==> src/rtl/tmr_voter_pkg.sv <==
package tmr_voter_pkg;

  localparam int NCH = 3;

  typedef enum logic [1:0] {
    CH_DISC   = 2'b00,
    CH_ONLINE = 2'b01,
    CH_SYNC   = 2'b10
  } ch_state_e;

endpackage

==> src/rtl/tmr_vote_core.sv <==
// Combinational vote over the channels currently in service.
module tmr_vote_core #(
  parameter int             W         = 8,
  parameter logic [W-1:0]   SAFE_WORD = '0
) (
  input  logic [2:0][W-1:0] data,
  input  logic [2:0]        valid,
  input  logic [2:0]        online,
  output logic [W-1:0]      voted,
  output logic              bad,
  output logic [2:0]        miss
);

  logic [2:0]   part;
  logic [W-1:0] maj;
  logic [2:0]   ne;

  always_comb begin
    part = online & valid;
    maj  = (data[0] & data[1]) | (data[0] & data[2]) | (data[1] & data[2]);
    for (int i = 0; i < 3; i++) begin
      ne[i] = (data[i] != maj);
    end

    voted = SAFE_WORD;
    bad   = 1'b1;
    case (part)
      3'b111: begin
        voted = maj;
        bad   = 1'b0;
      end
      3'b011: if (data[0] == data[1]) begin
        voted = data[0];
        bad   = 1'b0;
      end
      3'b101: if (data[0] == data[2]) begin
        voted = data[0];
        bad   = 1'b0;
      end
      3'b110: if (data[1] == data[2]) begin
        voted = data[1];
        bad   = 1'b0;
      end
      default: ;
    endcase

    miss = (online & ~valid) | ((part == 3'b111) ? ne : 3'b000);
  end

endmodule

==> src/rtl/tmr_chan_health.sv <==
// Health state and persistence counter for one channel.
module tmr_chan_health
  import tmr_voter_pkg::*;
#(
  parameter int PERSIST = 3
) (
  input  logic      clk,
  input  logic      rst_n,
  input  logic      strobe,
  input  logic      all_online,
  input  logic      pair_online,
  input  logic      miss,
  input  logic      grant,
  input  logic      readmit,
  input  logic      upd_done,
  output ch_state_e state,
  output logic      trip
);

  localparam int             CW  = $clog2(PERSIST + 1);
  localparam logic [CW-1:0]  LIM = CW'(PERSIST - 1);
  localparam logic [CW-1:0]  CAP = CW'(PERSIST);

  ch_state_e     state_q, state_d;
  logic [CW-1:0] cnt_q, cnt_d;

  assign trip  = strobe && all_online && (state_q == CH_ONLINE) && miss && (cnt_q >= LIM);
  assign state = state_q;

  always_comb begin
    state_d = state_q;
    cnt_d   = cnt_q;
    case (state_q)
      CH_ONLINE: begin
        if (strobe) begin
          if (!all_online) begin
            cnt_d = '0;
          end else if (miss) begin
            if (grant) begin
              state_d = CH_DISC;
              cnt_d   = '0;
            end else if (cnt_q < CAP) begin
              cnt_d = cnt_q + 1'b1;
            end
          end else begin
            cnt_d = '0;
          end
        end
      end
      CH_DISC: begin
        cnt_d = '0;
        if (readmit && pair_online) state_d = CH_SYNC;
      end
      CH_SYNC: begin
        cnt_d = '0;
        if (upd_done && pair_online) state_d = CH_ONLINE;
      end
      default: begin
        cnt_d   = '0;
        state_d = CH_DISC;
      end
    endcase
  end

  always_ff @(posedge clk or negedge rst_n) begin
    if (!rst_n) begin
      state_q <= CH_ONLINE;
      cnt_q   <= '0;
    end else begin
      state_q <= state_d;
      cnt_q   <= cnt_d;
    end
  end

endmodule

==> src/rtl/tmr_voter.sv <==
module tmr_voter
  import tmr_voter_pkg::*;
#(
  parameter int           W         = 8,
  parameter int           PERSIST   = 3,
  parameter logic [W-1:0] SAFE_WORD = '0
) (
  input  logic                  clk,
  input  logic                  rst_n,
  input  logic                  vote_strobe,
  input  logic [NCH-1:0]        ch_valid,
  input  logic [NCH-1:0][W-1:0] ch_data,
  input  logic [NCH-1:0]        readmit_req,
  input  logic [NCH-1:0]        update_done,
  output logic [W-1:0]          out_data,
  output logic                  out_valid,
  output logic                  fault,
  output logic [NCH-1:0][1:0]   ch_status
);

  logic [NCH-1:0] online;
  logic [NCH-1:0] pair_ok;
  logic [NCH-1:0] miss;
  logic [NCH-1:0] trip;
  logic [NCH-1:0] grant;
  logic           all_online;
  logic [W-1:0]   voted;
  logic           bad;

  logic [W-1:0]   data_q, data_d;
  logic           fault_q, fault_d;
  logic           valid_q, valid_d;

  assign all_online = &online;
  assign grant      = $onehot(trip) ? trip : '0;

  tmr_vote_core #(.W(W), .SAFE_WORD(SAFE_WORD)) u_core (
    .data  (ch_data),
    .valid (ch_valid),
    .online(online),
    .voted (voted),
    .bad   (bad),
    .miss  (miss)
  );

  for (genvar g = 0; g < NCH; g++) begin : g_ch
    localparam int OA = (g + 1) % NCH;
    localparam int OB = (g + 2) % NCH;
    ch_state_e st;

    assign pair_ok[g]   = online[OA] & online[OB];
    assign online[g]    = (st == CH_ONLINE);
    assign ch_status[g] = st;

    tmr_chan_health #(.PERSIST(PERSIST)) u_health (
      .clk        (clk),
      .rst_n      (rst_n),
      .strobe     (vote_strobe),
      .all_online (all_online),
      .pair_online(pair_ok[g]),
      .miss       (miss[g]),
      .grant      (grant[g]),
      .readmit    (readmit_req[g]),
      .upd_done   (update_done[g]),
      .state      (st),
      .trip       (trip[g])
    );
  end

  always_comb begin
    data_d  = data_q;
    fault_d = fault_q;
    valid_d = vote_strobe;
    if (vote_strobe) begin
      data_d  = voted;
      fault_d = bad;
    end
  end

  always_ff @(posedge clk or negedge rst_n) begin
    if (!rst_n) begin
      data_q  <= SAFE_WORD;
      fault_q <= 1'b0;
      valid_q <= 1'b0;
    end else begin
      data_q  <= data_d;
      fault_q <= fault_d;
      valid_q <= valid_d;
    end
  end

  assign out_data  = data_q;
  assign fault     = fault_q;
  assign out_valid = valid_q;

endmodule

==> config.mk <==
export PLATFORM = sky130hd
export DESIGN_NAME = tmr_voter
export DESIGN_NICKNAME = d
export VERILOG_FILES = /design/src/rtl/tmr_voter_pkg.sv /design/src/rtl/tmr_vote_core.sv /design/src/rtl/tmr_chan_health.sv /design/src/rtl/tmr_voter.sv
export SDC_FILE = /design/constraint.sdc
export NUM_CORES = 1
export LEC_CHECK = 0
export BUFFER_PORTS_ARGS = -buffer_cell sky130_fd_sc_hd__buf_4
export CORE_ASPECT_RATIO = 0.7
export CORE_MARGIN = 1
export CORE_UTILIZATION = 60
export CTS_CLUSTER_SIZE = 10
export DETAILED_ROUTE_END_ITERATION = 8
export HOLD_SLACK_MARGIN = 0.1
export PLACE_DENSITY = 0.86
export SYNTH_ARGS = -nofsm -noshare
export SYNTH_HDL_FRONTEND = slang
export SYNTH_SLANG_ARGS = --single-unit
==> constraint.sdc <==
create_clock -name clk -period 6.4 [get_ports clk]
set_input_delay 1.28 -clock clk [delete_from_list [all_inputs] [get_ports clk]]
set_output_delay 1.28 -clock clk [all_outputs]
set_load 0.03 [all_outputs]
After elaboration in Yosys (flattened, before gate mapping)
Cells that the tools add are included.
W data, S select, Z words.
Storage, ports and cells
  output and inout port bits: 16
  input bits: 36
  word-level logic and storage cells: 145
  flip-flop bits (word level): 22
Operators by class
  eq/ne operators: 38
  bitwise gates (word level): 12
  reduce and logical (&&, ||, !) cells: 26
  add/subtract/negate cells: 5
  muxes and demuxes: 49
  $lt $le $gt $ge: 6
Operator list (number)
  $mux W2: 36
  $pmux W8 S4: 1
  $ne A2 B1 Y1 const B: 15
  $and A8 B8 Y8: 3
  $eq A8 B8 Y1: 3
  $mux W8: 3
  $ne A8 B8 Y1: 3
  $pmux W2 S3: 3
  $reduce_and A6 Y1: 3
  $logic_and A1 B1 Y1: 16
  $or A8 B8 Y8: 2
  $ne A5 B4 Y1 const B: 2
  $eq A3 B3 Y1 const B: 3
  $eq A2 B1 Y1 const B: 4
  $add A2 B1 Y2 const B: 3
  $and A3 B3 Y3: 2
  $eq A2 B2 Y1 const B: 3
  $ge A2 B2 Y1 const B: 3
  $logic_not A2 Y1: 3
  $lt A2 B2 Y1 const B: 3
  $mux W3: 2
  $ne A2 B2 Y1 const B: 3
  $reduce_and A2 Y1: 3
  $ne A5 B5 Y1 const B: 1
  9 further kinds: 13

Longest topological paths before layout
  depth after elaboration: 17
  gate-level depth with buffers: 14
  gate-level depth less buffers: 12

By module
Synthesis repeated with hierarchy kept, for this count alone.
Unflattened totals
  cell total of the unflattened synthesis: 249
  area, all modules: 2384.8 sq um
By module, submodules not included
  tmr_vote_core: times used 1, area each 1108.6 sq um, seq. area each 0.0 sq um, cells an instance 139
  tmr_chan_health: times used 3, area each 259.0 sq um, seq. area each 101.3 sq um, cells an instance 24
  tmr_voter: times used 1, area each 499.2 sq um, seq. area each 250.2 sq um, cells an instance 38

Worst setup path before layout
No wires, ideal clock.
  kind: input port to flip-flop
  start: input port ch_data[2] (netlist name)
  end: register g_ch[0].u_health.cnt_q[0]
  required time: 6273 ps
  path buffers: 2
  stages: 14
  slack: 2097 ps
  data arrival time: 4177 ps
  library setup time: 127 ps
  cells stage by stage: ha_1 > nor4_2 > o22ai_1 > or4_1 > buf_2 > a22oi_1 > nor3_1 > fa_1 > nand2b_1 > clkbuf_1 > o31ai_1 > o31ai_1 > a221oi_2 > a21oi_1
On the way
  cells in the longest elaborated chain, start to end: 17
  elaborated cells on any way between the ends: 26
  those cells by class: add/sub: 2; eq/ne: 5; mux: 7; bitwise: 5; reduce/logical: 7
Ends and longest elaborated chain
  from (decl): line tmr_voter.sv:12  | input logic [NCH-1:0][W-1:0] ch_data,
  $and A8 B8 Y8: line tmr_vote_core.sv:20  | maj = (data[0] & data[1]) | (data[0] & data[2]) | (data[1] & data[2]);
  $or A8 B8 Y8 (2 in series): line tmr_vote_core.sv:20
  $ne A8 B8 Y1: line tmr_vote_core.sv:22  | ne[i] = (data[i] != maj);
  $mux W3 (*): line tmr_vote_core.sv:47  | miss = (online & ~valid) | ((part == 3'b111) ? ne : 3'b000);
  $or A3 B3 Y3 (*): line tmr_vote_core.sv:47
  $logic_and A1 B1 Y1 (2 in series): line tmr_chan_health.sv:27  | assign trip = strobe && all_online && (state_q == CH_ONLINE) && miss && (cnt_q >= LIM);
  $add A1 B1 Y2 (not written as such): line tmr_voter.sv:35  | assign grant = $onehot(trip) ? trip : '0;
  $add A2 B1 Y2 (not written as such): line tmr_voter.sv:35
  $eq A2 B1 Y1: line tmr_voter.sv:35
  $mux W3: line tmr_voter.sv:35
  $mux W2: line tmr_chan_health.sv:39  | if (grant) begin
  $mux W2: line tmr_chan_health.sv:38  | end else if (miss) begin
  $mux W2: line tmr_chan_health.sv:36  | if (!all_online) begin
  $mux W2: line tmr_chan_health.sv:35  | if (strobe) begin
  $mux W2: line tmr_chan_health.sv:33  | case (state_q)
  to (signal assigned): line tmr_chan_health.sv:71  | cnt_q <= cnt_d;
  to (decl): line tmr_chan_health.sv:25  | logic [CW-1:0] cnt_q, cnt_d;
Mark *: on every way between the ends. The rest lies on a longest branch, timed or not. The select of a mux whose other input is x is not followed.
A chain may end at the register's enable or synchronous reset.

Final worst setup path
  start: input port ch_data[1] (netlist name)
  end: register g_ch[0].u_health.cnt_q[0]
The elaborated chain is that of the path after synthesis.

==> results.sh <==
export IMPL_die_height_um=56.0
export IMPL_post_synth_num_cell_types=52
export IMPL_worstSkewPairLatency_ns=0.26
export IMPL_globalRouteOverflowTotal=0
export IMPL_core_box_area_um2=3950
export IMPL_die_boundary_width_um=79.1
export IMPL_globalplace_congestion=0.907
export IMPL_timing_fmax_mhz=210
export IMPL_adder_cell_share_of_the_synthesized_area_pct=15.8
export IMPL_ant_nets=0
export IMPL_synth_cell_area_um2=2500
export IMPL_grt_pass1_wl_um=11300
export IMPL_power_leakage_nw=1.19
export IMPL_hold_buffer_count_at_cts=0
export IMPL_cell_types_with_the_largest_area_share_after_synthesis="sky130_fd_sc_hd__dfrtp_1 19%, sky130_fd_sc_hd__ha_1 15%, sky130_fd_sc_hd__nor4_1 6.0%"
export IMPL_routed_wirelength_um=7040
export IMPL_finalMaxSlewViolations=0
export IMPL_yosysWarningCount=0
export IMPL_dp_worst_setup_slack_ns=1.53
export IMPL_final_area_um2=2970
export IMPL_maxCapViolations=0
export IMPL_post_synth_top_area_fraction_pct=19.0
export IMPL_complex_gate_fraction_of_the_synthesized_area_pct=30.8
export IMPL_tightestPinTransition_ns=0.774
export IMPL_classification_of_the_worst_setup_path="primary input to register"
export IMPL_timing_max_slew_rel_slack_pct=48.2
export IMPL_postSynthRegisterBits=22
export IMPL_vdd_ir_drop_worst_mv=0.116
export IMPL_routed_wire_length_per_instance_um=18.3
export IMPL_synth_top_cells_by_count="30 x sky130_fd_sc_hd__ha_1, 24 x sky130_fd_sc_hd__nor4_1, 19 x sky130_fd_sc_hd__dfrtp_1, 19 x sky130_fd_sc_hd__inv_1, 16 x sky130_fd_sc_hd__o31a_1"
export IMPL_groute_usage_overall_pct=32.7
export IMPL_synth_ff_type="sky130_fd_sc_hd__dfrtp_1"
export IMPL_cts_setup_buffers=0
export IMPL_largest_net_degree_at_the_start_of_global_routing=23
export IMPL_rsz0062_at_grt="no"
export IMPL_post_cts_resized=0
export IMPL_cp_start_kind="primary input"
export IMPL_clk_pin_slew_worst_paths_ns=0.08
export IMPL_nFillCells=316
export IMPL_min_delay_path_class="register to register"
export IMPL_clockRootBuffer="sky130_fd_sc_hd__clkbuf_8"
export IMPL_insertedDiodeCount=0
export IMPL_outcome="finished clean"
export IMPL_dp_cells=380
export IMPL_final_util_pct=75.2
export IMPL_routed_via_density=7.09
export IMPL_synth_nets=349
export IMPL_grt_antenna_before_repair=0
export IMPL_period_needed_ns=4.76
export IMPL_dieArea_um2=4430
export IMPL_initial_core_util_pct=63.3
export IMPL_hold_ws_ns=0.490
export IMPL_power_density_nw_per_um2=115
export IMPL_fraction_of_synthesized_area_in_multiplexers_pct=0
export IMPL_seq_area_frac_synth_pct=22.2
export IMPL_netlist_instances=282
export IMPL_hold_violations=0
export IMPL_dr_total_vias=2724
export IMPL_post_synthesis_xor_xnor_area_fraction_pct=0
export IMPL_cts_sinks=22
export IMPL_design_portCount=52
export IMPL_drt_pass1_iterations=5
export IMPL_worstPathArrival_ns=4.90
export IMPL_finish_cell_count_without_fillers=384
export IMPL_numPortBuffers=51
export IMPL_cts_buffers=3
export IMPL_clk_path_buf_depth=2
export IMPL_main_combinational_cell_family_by_area_after_synthesis="compound AO/OA/AOI/OAI gates"
export IMPL_crit_path_max_fanout=8
export IMPL_finalSetupViolCount=0
export IMPL_final_nets=400
export IMPL_dr_first_iter_drc_count=248
export IMPL_synth_edf_count=0
export IMPL_layout_drive_gt1_share_pct=24.4
export IMPL_netlist_top_cell_by_area="sky130_fd_sc_hd__dfrtp_1"
export IMPL_dp_wirelength_um=5410
export IMPL_post_synth_and_or_nand_nor_area_fraction_pct=26.5
export IMPL_library_cell_with_the_highest_instance_count_after_synthesis="sky130_fd_sc_hd__ha_1"
export IMPL_synthesis_area_per_instance_um2=8.86
export IMPL_cts_tree="built"
export IMPL_cts_h_tree_depth=1
export IMPL_flow_area_growth_from_synthesis_pct=18.8
export IMPL_postSynth_asyncResetShare_pct=100
export IMPL_number_of_global_route_vias_before_repair=2356
export IMPL_final_worst_path_period_share_pct=74.3
export IMPL_placement_cell_area_um2=2910
export IMPL_crit_required_ns=6.54
export IMPL_rows=19
export IMPL_post_route_worst_setup_slack_ns=1.64
export IMPL_report_power_total_mw=0.341
export IMPL_worstSetupEndpointType="register"
export IMPL_detail_route_drc_violations=0
export IMPL_fin_setup_tns_ns=0
export IMPL_finClkSkew_ns=0.00448
[state kept, by name, indices dropped and copies added, names as in the netlist]
register	cells
g_ch.u_health.state	6
fault	1
out_data	8
g_ch.u_health.cnt_q	6
out_valid	1
[cell type report]
type	instances	area [µm²]	area share, %
Timing Repair Buffer	52	390	13.2
Tap cell	52	65.1	2.19
Multi-Input combinational cell	234	1830	61.6
Clock buffer	4	55.1	1.86
Inverter	20	75.1	2.53
Sequential cell	22	554	18.7
[layer usage]
| layer | wire [µm] | GRT usage, % |
|---|---|---|
| met5 | 0 | 0 |
| met4 | 69 | 3.90 |
| met3 | 822 | 7.87 |
| met1 | 3340 | 50.7 |
| met2 | 2810 | 46.8 |
[cell usage in the layout (no fill, tap or decap), types with 2 or more instances in the layout]
master | synthesis | final
sky130_fd_sc_hd__o221a_1 | 7 | 7
sky130_fd_sc_hd__nor3_1 | 14 | 14
sky130_fd_sc_hd__or4_4 | 3 | 3
sky130_fd_sc_hd__a21o_1 | 2 | 2
sky130_fd_sc_hd__buf_4 | 0 | 52
sky130_fd_sc_hd__a21oi_1 | 13 | 13
sky130_fd_sc_hd__nor4_1 | 24 | 24
sky130_fd_sc_hd__or3_1 | 4 | 4
sky130_fd_sc_hd__o31a_1 | 16 | 16
sky130_fd_sc_hd__nand2b_1 | 4 | 4
sky130_fd_sc_hd__clkbuf_8 | 0 | 4
sky130_fd_sc_hd__o32ai_1 | 3 | 3
sky130_fd_sc_hd__or4_1 | 6 | 6
sky130_fd_sc_hd__inv_1 | 19 | 19
sky130_fd_sc_hd__o31a_2 | 9 | 9
sky130_fd_sc_hd__a22oi_1 | 4 | 4
sky130_fd_sc_hd__a31oi_1 | 3 | 3
sky130_fd_sc_hd__o22ai_1 | 12 | 12
sky130_fd_sc_hd__o31ai_1 | 5 | 5
sky130_fd_sc_hd__nor2b_1 | 3 | 3
sky130_fd_sc_hd__dfrtp_1 | 19 | 19
sky130_fd_sc_hd__nand3b_1 | 4 | 4
sky130_fd_sc_hd__o21ai_0 | 2 | 2
sky130_fd_sc_hd__o41ai_1 | 2 | 2
sky130_fd_sc_hd__ha_1 | 30 | 30
sky130_fd_sc_hd__dfstp_2 | 3 | 3
sky130_fd_sc_hd__nand2_1 | 7 | 7
sky130_fd_sc_hd__nor2_1 | 15 | 15
sky130_fd_sc_hd__a32oi_1 | 2 | 2
sky130_fd_sc_hd__nand3_1 | 12 | 12
sky130_fd_sc_hd__o2bb2ai_1 | 8 | 8
sky130_fd_sc_hd__nor3b_1 | 2 | 2
[worst max-delay path, cell delays in order]
cell	delay, ns
sky130_fd_sc_hd__buf_4	0.13
sky130_fd_sc_hd__ha_1	0.27
sky130_fd_sc_hd__nor4_1	0.45
sky130_fd_sc_hd__o22ai_1	0.13
sky130_fd_sc_hd__or4_1	0.64
sky130_fd_sc_hd__a22oi_1	0.22
sky130_fd_sc_hd__nor3_1	0.09
sky130_fd_sc_hd__fa_1	0.51
sky130_fd_sc_hd__nand2b_1	0.18
sky130_fd_sc_hd__o31ai_1	0.40
sky130_fd_sc_hd__o31ai_1	0.20
sky130_fd_sc_hd__a221oi_2	0.31
sky130_fd_sc_hd__a21oi_1	0.08
[path summary, 6_finish.rpt]
path / from / cells past startpoint / to / slack (ns)
worst max register to register: g_ch[2].u_health.state[0]$_DFFE_PN1P_ / 11 / g_ch[0].u_health.cnt_q[1]$_DFFE_PN0P_ / 2.68
min in group asynchronous: rst_n / 1 / g_ch[1].u_health.state[1]$_DFFE_PN0P_ / 0.90
max in group asynchronous: rst_n / 1 / g_ch[0].u_health.state[0]$_DFFE_PN1P_ / 5.22
worst max-delay path: ch_data[1] / 13 / g_ch[0].u_health.cnt_q[0]$_DFFE_PN0P_ / 1.64
worst min register to register: out_data[2]$_DFFE_PN0P_ / 1 / out_data[2]$_DFFE_PN0P_ / 0.49
worst min-delay path: out_data[2]$_DFFE_PN0P_ / 1 / out_data[2]$_DFFE_PN0P_ / 0.49
[where the power goes]
| group | switching, mW | total, mW | internal [mW] |
|---|---|---|---|
| Clock | 0.0443 | 0.0991 | 0.0548 |
| Combinational | 0.0553 | 0.102 | 0.0463 |
| Sequential | 0.000833 | 0.140 | 0.140 |
| Total | 0.100 | 0.341 | 0.241 |
[cells by family (layout without fill, tap and decap cells)]
logic type | after synthesis | after routing
AO/OA/AOI/OAI | 96 | 96
AND/OR/NAND/NOR | 107 | 107
flip-flops | 22 | 22
adder cells (fa/ha/maj) | 31 | 31
buffers and inverters | 26 | 76
Power figures use the tool's default switching activity.
